File: src/rtl/cfg_guard_pkg.sv
package cfg_guard_pkg;

    localparam int          WORD_W    = 32;
    localparam logic [31:0] CRC_POLY  = 32'h04C1_1DB7;
    localparam logic [31:0] CRC_SEED  = 32'hFFFF_FFFF;

    typedef enum logic [2:0] {
        ST_IDLE,
        ST_SYNC,
        ST_HEADER,
        ST_FRAMES,
        ST_TRAILER,
        ST_DONE,
        ST_ERROR
    } guard_state_t;

    typedef enum logic [2:0] {
        ERR_NONE   = 3'd0,
        ERR_DEVICE = 3'd1,
        ERR_MARKER = 3'd2,
        ERR_LENGTH = 3'd3,
        ERR_CRC    = 3'd4
    } guard_err_t;

    typedef struct packed {
        logic [15:0] dev_id;
        logic [15:0] frame_cnt;
    } header_t;

    // One full word through the MSB-first CRC register.
    function automatic logic [31:0] crc32_word(logic [31:0] crc, logic [31:0] word);
        logic [31:0] c;
        logic        fb;
        c = crc;
        for (int i = WORD_W - 1; i >= 0; i--) begin
            fb = c[31] ^ word[i];
            c  = {c[30:0], 1'b0};
            if (fb) c = c ^ CRC_POLY;
        end
        return c;
    endfunction

endpackage

File: src/rtl/cfg_guard_crc.sv
module cfg_guard_crc
    import cfg_guard_pkg::*;
(
    input  logic              clk,
    input  logic              rst,
    input  logic              init,
    input  logic              en,
    input  logic [WORD_W-1:0] data,
    output logic [31:0]       crc_q
);
    always_ff @(posedge clk) begin
        if (rst || init) crc_q <= CRC_SEED;
        else if (en)     crc_q <= crc32_word(crc_q, data);
    end

    p_seed_after_init_r6: assert property (@(posedge clk) disable iff (rst)
        init |=> (crc_q == CRC_SEED));

    p_hold_when_idle_r6: assert property (@(posedge clk) disable iff (rst)
        (!init && !en) |=> $stable(crc_q));
endmodule

File: src/rtl/cfg_guard_framer.sv
module cfg_guard_framer #(
    parameter int FRAME_WORDS = 8,
    parameter int CNT_W       = 16
) (
    input  logic             clk,
    input  logic             rst,
    input  logic             load,
    input  logic [CNT_W-1:0] load_count,
    input  logic             advance,
    output logic             at_frame_head,
    output logic             on_final_word
);
    localparam int IDX_W = (FRAME_WORDS > 1) ? $clog2(FRAME_WORDS) : 1;
    localparam logic [IDX_W-1:0] IDX_LAST = IDX_W'(FRAME_WORDS - 1);

    logic [IDX_W-1:0] word_idx;
    logic [CNT_W-1:0] frames_left;

    always_ff @(posedge clk) begin
        if (rst) begin
            word_idx    <= '0;
            frames_left <= '0;
        end else if (load) begin
            word_idx    <= '0;
            frames_left <= load_count;
        end else if (advance) begin
            if (word_idx == IDX_LAST) begin
                word_idx    <= '0;
                frames_left <= frames_left - 1'b1;
            end else begin
                word_idx <= word_idx + 1'b1;
            end
        end
    end

    assign at_frame_head = (word_idx == '0);
    assign on_final_word = (word_idx == IDX_LAST) && (frames_left == CNT_W'(1));

    p_idx_bound_r4: assert property (@(posedge clk) disable iff (rst)
        word_idx <= IDX_LAST);

    p_head_after_wrap_r4: assert property (@(posedge clk) disable iff (rst)
        (advance && !load && word_idx == IDX_LAST) |=> at_frame_head);
endmodule

File: src/rtl/cfg_stream_guard.sv
module cfg_stream_guard
    import cfg_guard_pkg::*;
#(
    parameter int          FRAME_WORDS  = 8,
    parameter logic [15:0] DEVICE_ID    = 16'h3A71,
    parameter logic [31:0] SYNC_PATTERN = 32'h5EC7_0A1B
) (
    input  logic        clk,
    input  logic        rst,
    input  logic        in_valid,
    input  logic [31:0] in_data,
    input  logic        in_last,
    output logic        in_ready,
    output logic        start_ok,
    output logic [2:0]  err_code
);
    localparam int CNT_W = 16;

    guard_state_t state_q, state_d;
    guard_err_t   err_q, err_d;
    header_t      hdr;
    logic         take;
    logic         crc_init, crc_en, fr_load, fr_adv;
    logic         at_head, final_word;
    logic [31:0]  crc_q;

    assign hdr  = header_t'(in_data);
    assign take = in_valid && in_ready;

    cfg_guard_crc u_crc (
        .clk   (clk),
        .rst   (rst),
        .init  (crc_init),
        .en    (crc_en),
        .data  (in_data),
        .crc_q (crc_q)
    );

    cfg_guard_framer #(
        .FRAME_WORDS (FRAME_WORDS),
        .CNT_W       (CNT_W)
    ) u_framer (
        .clk           (clk),
        .rst           (rst),
        .load          (fr_load),
        .load_count    (hdr.frame_cnt),
        .advance       (fr_adv),
        .at_frame_head (at_head),
        .on_final_word (final_word)
    );

    always_comb begin
        state_d  = state_q;
        err_d    = err_q;
        crc_init = 1'b0;
        crc_en   = 1'b0;
        fr_load  = 1'b0;
        fr_adv   = 1'b0;
        if (take) begin
            unique case (state_q)
                ST_IDLE, ST_SYNC: begin
                    if (in_data == SYNC_PATTERN) begin
                        state_d  = ST_HEADER;
                        crc_init = 1'b1;
                    end else begin
                        state_d = ST_SYNC;
                    end
                end
                ST_HEADER: begin
                    if (in_last) begin
                        state_d = ST_ERROR;
                        err_d   = ERR_LENGTH;
                    end else if (hdr.dev_id != DEVICE_ID) begin
                        state_d = ST_ERROR;
                        err_d   = ERR_DEVICE;
                    end else begin
                        crc_en  = 1'b1;
                        fr_load = 1'b1;
                        state_d = (hdr.frame_cnt == '0) ? ST_TRAILER : ST_FRAMES;
                    end
                end
                ST_FRAMES: begin
                    if (in_last) begin
                        state_d = ST_ERROR;
                        err_d   = ERR_LENGTH;
                    end else if (at_head && !in_data[31]) begin
                        state_d = ST_ERROR;
                        err_d   = ERR_MARKER;
                    end else begin
                        crc_en = 1'b1;
                        fr_adv = 1'b1;
                        if (final_word) state_d = ST_TRAILER;
                    end
                end
                ST_TRAILER: begin
                    if (!in_last) begin
                        state_d = ST_ERROR;
                        err_d   = ERR_LENGTH;
                    end else if (in_data != crc_q) begin
                        state_d = ST_ERROR;
                        err_d   = ERR_CRC;
                    end else begin
                        state_d = ST_DONE;
                    end
                end
                default: ;
            endcase
        end
    end

    always_ff @(posedge clk) begin
        if (rst) begin
            state_q <= ST_IDLE;
            err_q   <= ERR_NONE;
        end else begin
            state_q <= state_d;
            err_q   <= err_d;
        end
    end

    assign in_ready = (state_q != ST_DONE) && (state_q != ST_ERROR);
    assign start_ok = (state_q == ST_DONE);
    assign err_code = err_q;

    p_no_start_on_error_r8: assert property (@(posedge clk) disable iff (rst)
        start_ok |-> (err_code == 3'd0));

    p_error_sticky_r8: assert property (@(posedge clk) disable iff (rst)
        (err_code != 3'd0) |=> $stable(err_code));

    p_code_range_r8: assert property (@(posedge clk) disable iff (rst)
        err_code <= 3'd4);

    p_ready_drops_r1: assert property (@(posedge clk) disable iff (rst)
        (start_ok || err_code != 3'd0) |-> !in_ready);

    p_start_sticky_r7: assert property (@(posedge clk) disable iff (rst)
        start_ok |=> start_ok);

    p_crc_only_loading_r2: assert property (@(posedge clk) disable iff (rst)
        crc_en |-> (state_q == ST_HEADER || state_q == ST_FRAMES));
endmodule

File: config.mk
export PLATFORM = sky130hd
export DESIGN_NAME = cfg_stream_guard
export DESIGN_NICKNAME = d
export VERILOG_FILES = /design/src/rtl/cfg_guard_pkg.sv /design/src/rtl/cfg_guard_crc.sv /design/src/rtl/cfg_guard_framer.sv /design/src/rtl/cfg_stream_guard.sv
export SDC_FILE = /design/constraint.sdc
export NUM_CORES = 1
export LEC_CHECK = 0
export ABC_AREA = 1
export CAP_MARGIN = 20
export CORE_MARGIN = 2
export CORE_UTILIZATION = 30
export CTS_BUF_LIST = sky130_fd_sc_hd__clkbuf_8 sky130_fd_sc_hd__clkbuf_16
export DETAILED_ROUTE_END_ITERATION = 6
export MAX_ROUTING_LAYER = met4
export SYNTH_ARGS = -nofsm -noshare
export SYNTH_HDL_FRONTEND = slang
export SYNTH_SLANG_ARGS = --single-unit
File: constraint.sdc
create_clock -name clk -period 4.2 [get_ports clk]
set_clock_uncertainty 0.05 [all_clocks]
set_input_delay 1.05 -clock clk [delete_from_list [all_inputs] [get_ports clk]]
set_output_delay 1.05 -clock clk [all_outputs]
set_load 0.03 [all_outputs]
==> summary.txt <==
Floorplan
  • Initial Util: around 30%
  • DIE AREA: 28,400 sq um
  • # rows: 60
  • Core Area: 26,700 sq um
  • Die Width: 168 um
  • Die height: 168 um
  • IO Count: 41

CTS
  • Root Driver: clkbuf_16
  • Clock buffer depth: 2
  • Worst-skew pair later-pin latency: 0.33 ns
  • Hold-fix buffers, CTS: 0
  • Sinks on Clock Net: 57
  • Cts bufs inserted: 9
  • CTS H-tree depth: 3
  • TritonCTS clock tree: done
  • Worst-path clk slew: 0.05 ns

Pwr
  • Power share of the combinational group: between 70% and 80%
  • Maximum VDD drop: approximately 0.00024 V
  • Internal: roughly 2.9 mW
  • Reg power frac: 9.3%
  • Switching power: 3.05 mW
  • Switching share of power: 51.0%
  • Cell Pwr Density: 560 nW/um^2
  • Leak Pwr: ~5.7 nW
  • Clock power share: a little over an eighth

Worst setup path
  • CP required: 4.37 ns
  • Critical Path Most Common Cell: nand2_1
  • CP max stage delay: 0.55 ns
  • Crit end category: register
  • CP arrival: 4.20 ns
  • Crit path cell chain: clkdlybuf4s50_1, inv_2, nand2_1, nand2_2, nand2_2, nand2_4, nand2_4, buf_4, nand3b_1, nand2_1, nand2_1, nand2_1, nand2_1, nand2_4, nand2_1, nand2_1, nand2_1, nand3_1, nand2_2, xnor2_1, a21oi_1, o21ai_1, buf_4, nand2_1
  • Crit path max fanout: 7
  • Startpoint types: input port
  • CP max-delay cell: clkdlybuf4s50_1
  • Crit Path Class: input port to register

Timing
  • F_max: 248 MHz
  • Min cycle time layout: 4.04 ns
  • Final period util: 96.1%
  • Slew Viols, Final: 0
  • Worst slew pin tran: 0.616 ns
  • Final setup fails: 0
  • Hold Fails Final Rpt: 0
  • Worst Slack Setup Final: 0.165 ns
  • Headroom to the max-slew limit: 57.8%

Final layout
  • # nets final: 1,612
  • Antenna diodes: 0
  • Finished Layout Cells: between 1,500 and 2,000
  • Final Core Density: 39.9%
  • Layout fillers: between 2,000 and 3,000
  • Area Growth Syn to Fin: 31.5%
  • Share of cells above drive strength 1: 24.3%
  • Design area: 10,700 sq um

Global routing
  • Global route overflow: 0
  • Largest net degree at the start of global routing: 34
  • Initial antenna violation count: 0
  • First-pass GRT wire length: between 40,000 and 50,000 um
  • Total GRT Usage: 23.3%
  • Number of global-route vias before repair: 8,693

Place
  • Inst Count DP: 1,895
  • Port buffer count: 40
  • Placer Congestion: 0.998
  • Placed cell areas: 10,200 sq um
  • Dpl hpwl: about 27,000 um
  • Place WS: -0.282 ns

Routing
  • Via count: 9,360
  • Post-route ant nets: 0
  • DRC: 0
  • Initial DRT Pass Iterations: 5
  • WL/cell: roughly 17 um
  • First DRT Iteration DRCs: 802
  • Routed wire length: around 32,000 um
  • Vias per cell: 4.89

Synth
  • Synthesized instance count: 1,357
  • Yosys warns: 0
  • Sequential share of the synthesized area: between 10% and 20%
  • Synth unique cells: 45
  • Syn Area/Cell: 5.98 sq um
  • Synthesized area: 8110 sq um
  • Number of synthesized flops with an enable pin: 0
  • Post-synth top flop: dfxtp_1
  • Async set-or-reset flop fraction in the synthesized netlist: 0%
  • Synthesized flop and latch total: 57
  • Syn_nets: 1,400

Outcome
  • Outcome: complete, no violations

Job
  • Max Cap Viol: 0

Min path
  • Worst Hold Class: register to register
path summary, 6_finish.rpt:
path	startpoint	endpoint	slack, ns	cells past startpoint
setup / recovery	in_data[30]	u_crc.crc_q[29]	0.16	24
hold / removal	err_code[0]	err_code[0]	0.42	2
setup reg to reg	u_crc.crc_q[27]	u_crc.crc_q[29]	0.89	24
hold reg to reg	err_code[0]	err_code[0]	0.42	2
stage by stage:
stage,power (mW),hold WS [ns],setup TNS (ns)
final,5.97,0.420,0
after global routing,6.42,0.444,-0.0273
after CTS,5.87,0.420,0
after detailed placement,5.05,0.409,-3.28
after global placement,5.03,0.413,-1.84
after floorplan,3.31,0.402,0
power by group through the flow:
stage	clock, mW	sequential (mW)	combinational, mW
finish	0.779	0.558	4.64
global route	0.820	0.558	5.04
CTS	0.791	0.557	4.52
detailed placement	0	0.568	4.48
global placement	0	0.568	4.46
floorplan	0	0.570	2.74
logic make-up (layout without fill, tap and decap cells):
logic type	after synthesis	after routing	share of synthesized area (%)
flip-flops	57	57	14.1
buffers and inverters	196	412	9.55
XOR/XNOR	141	141	16.5
AO/OA/AOI/OAI	99	99	7.11
AND/OR/NAND/NOR	857	857	51.7
adder cells (fa/ha/maj)	7	7	1.08
what timing repair did:
| item | CTS | global route |
|---|---|---|
| setup endpoints to repair | 0 | 27 |
| gates resized for setup | 0 | 28 |
| setup buffers | 0 | 4 |
area by class of cell:
type	instances	area (sq um)	area share (%)
flip-flops and latches	57	1140	10.7
multi-input cells	1104	6300	59.1
inverters	181	689	6.46
repair buffers	216	1800	16.8
clock buffers	10	239	2.24
clock inverters	5	72.6	0.680
well taps	341	427	4.00
layout by cell type, fill, tap and decap left out, types with 7 or more instances in the layout:
| master | instances |
|---|---|
| inv_2 | 26 |
| clkdlybuf4s50_1 | 35 |
| nor4_1 | 12 |
| ha_1 | 7 |
| clkbuf_16 | 9 |
| o21ai_0 | 14 |
| dfxtp_1 | 57 |
| nand2_2 | 75 |
| nand4_1 | 20 |
| buf_4 | 171 |
| nor3_1 | 12 |
| nand2_4 | 44 |
| inv_1 | 152 |
| nor2_1 | 39 |
| nand2_1 | 482 |
| nand3_1 | 135 |
| xor2_1 | 90 |
| xor2_2 | 10 |
| nand3_2 | 20 |
| a21oi_1 | 49 |
| xnor2_1 | 36 |
| nand3b_1 | 7 |
cell usage after synthesis, types with 2 or more instances:
library cell	count	share of area (%)
a2111oi_0	2	0.22
a21boi_0	2	0.19
a21oi_1	49	3.0
a221oi_1	2	0.22
buf_2	2	0.12
buf_6	2	0.28
clkbuf_1	9	0.42
dfxtp_1	57	14
ha_1	7	1.1
inv_1	150	6.9
inv_2	26	1.2
inv_4	4	0.31
nand2_1	492	23
nand2_2	68	5.2
nand2_4	41	5.7
nand2_8	3	0.74
nand3_1	138	8.5
nand3_2	18	2.2
nand3_4	2	0.43
nand3b_1	7	0.65
nand4_1	20	1.5
nor2_1	39	1.8
nor2_2	2	0.15
nor3_1	12	0.74
nor4_1	12	0.93
o2111ai_1	2	0.22
o211ai_1	4	0.37
o21ai_0	16	0.99
o21ai_1	5	0.31
o221ai_1	5	0.54
o22ai_1	6	0.46
o32ai_1	3	0.32
or2_1	2	0.15
xnor2_1	38	4.1
xor2_1	92	9.9
xor2_2	9	1.8
critical path: cells and delay by family:
family | cells | cell delay [ns]
compound gates | 2 | 0.26
simple gates | 17 | 1.77
buf+inv | 4 | 0.90
xor+xnor | 1 | 0.20
metal layers:
| metal | share of wire, % | track usage (%) | routed length (um) | up-vias |
|---|---|---|---|---|
| li1 | - | - | - | 4722 |
| met1 | 43 | 29.6 | 14000 | 4223 |
| met2 | 45 | 36.4 | 14400 | 348 |
| met3 | 8.3 | 5.10 | 2680 | 67 |
| met4 | 3.7 | 8.13 | 1200 | 0 |
| met5 | 0 | - | 0 | - |
flip-flops by register name, summed over array words and instances, names as in the netlist:
signal,flops
u_framer.word_idx,3
state_q,3
u_framer.frames_left,16
u_crc.crc_q,32
err_code,3
Power figures use the tool's default switching activity.
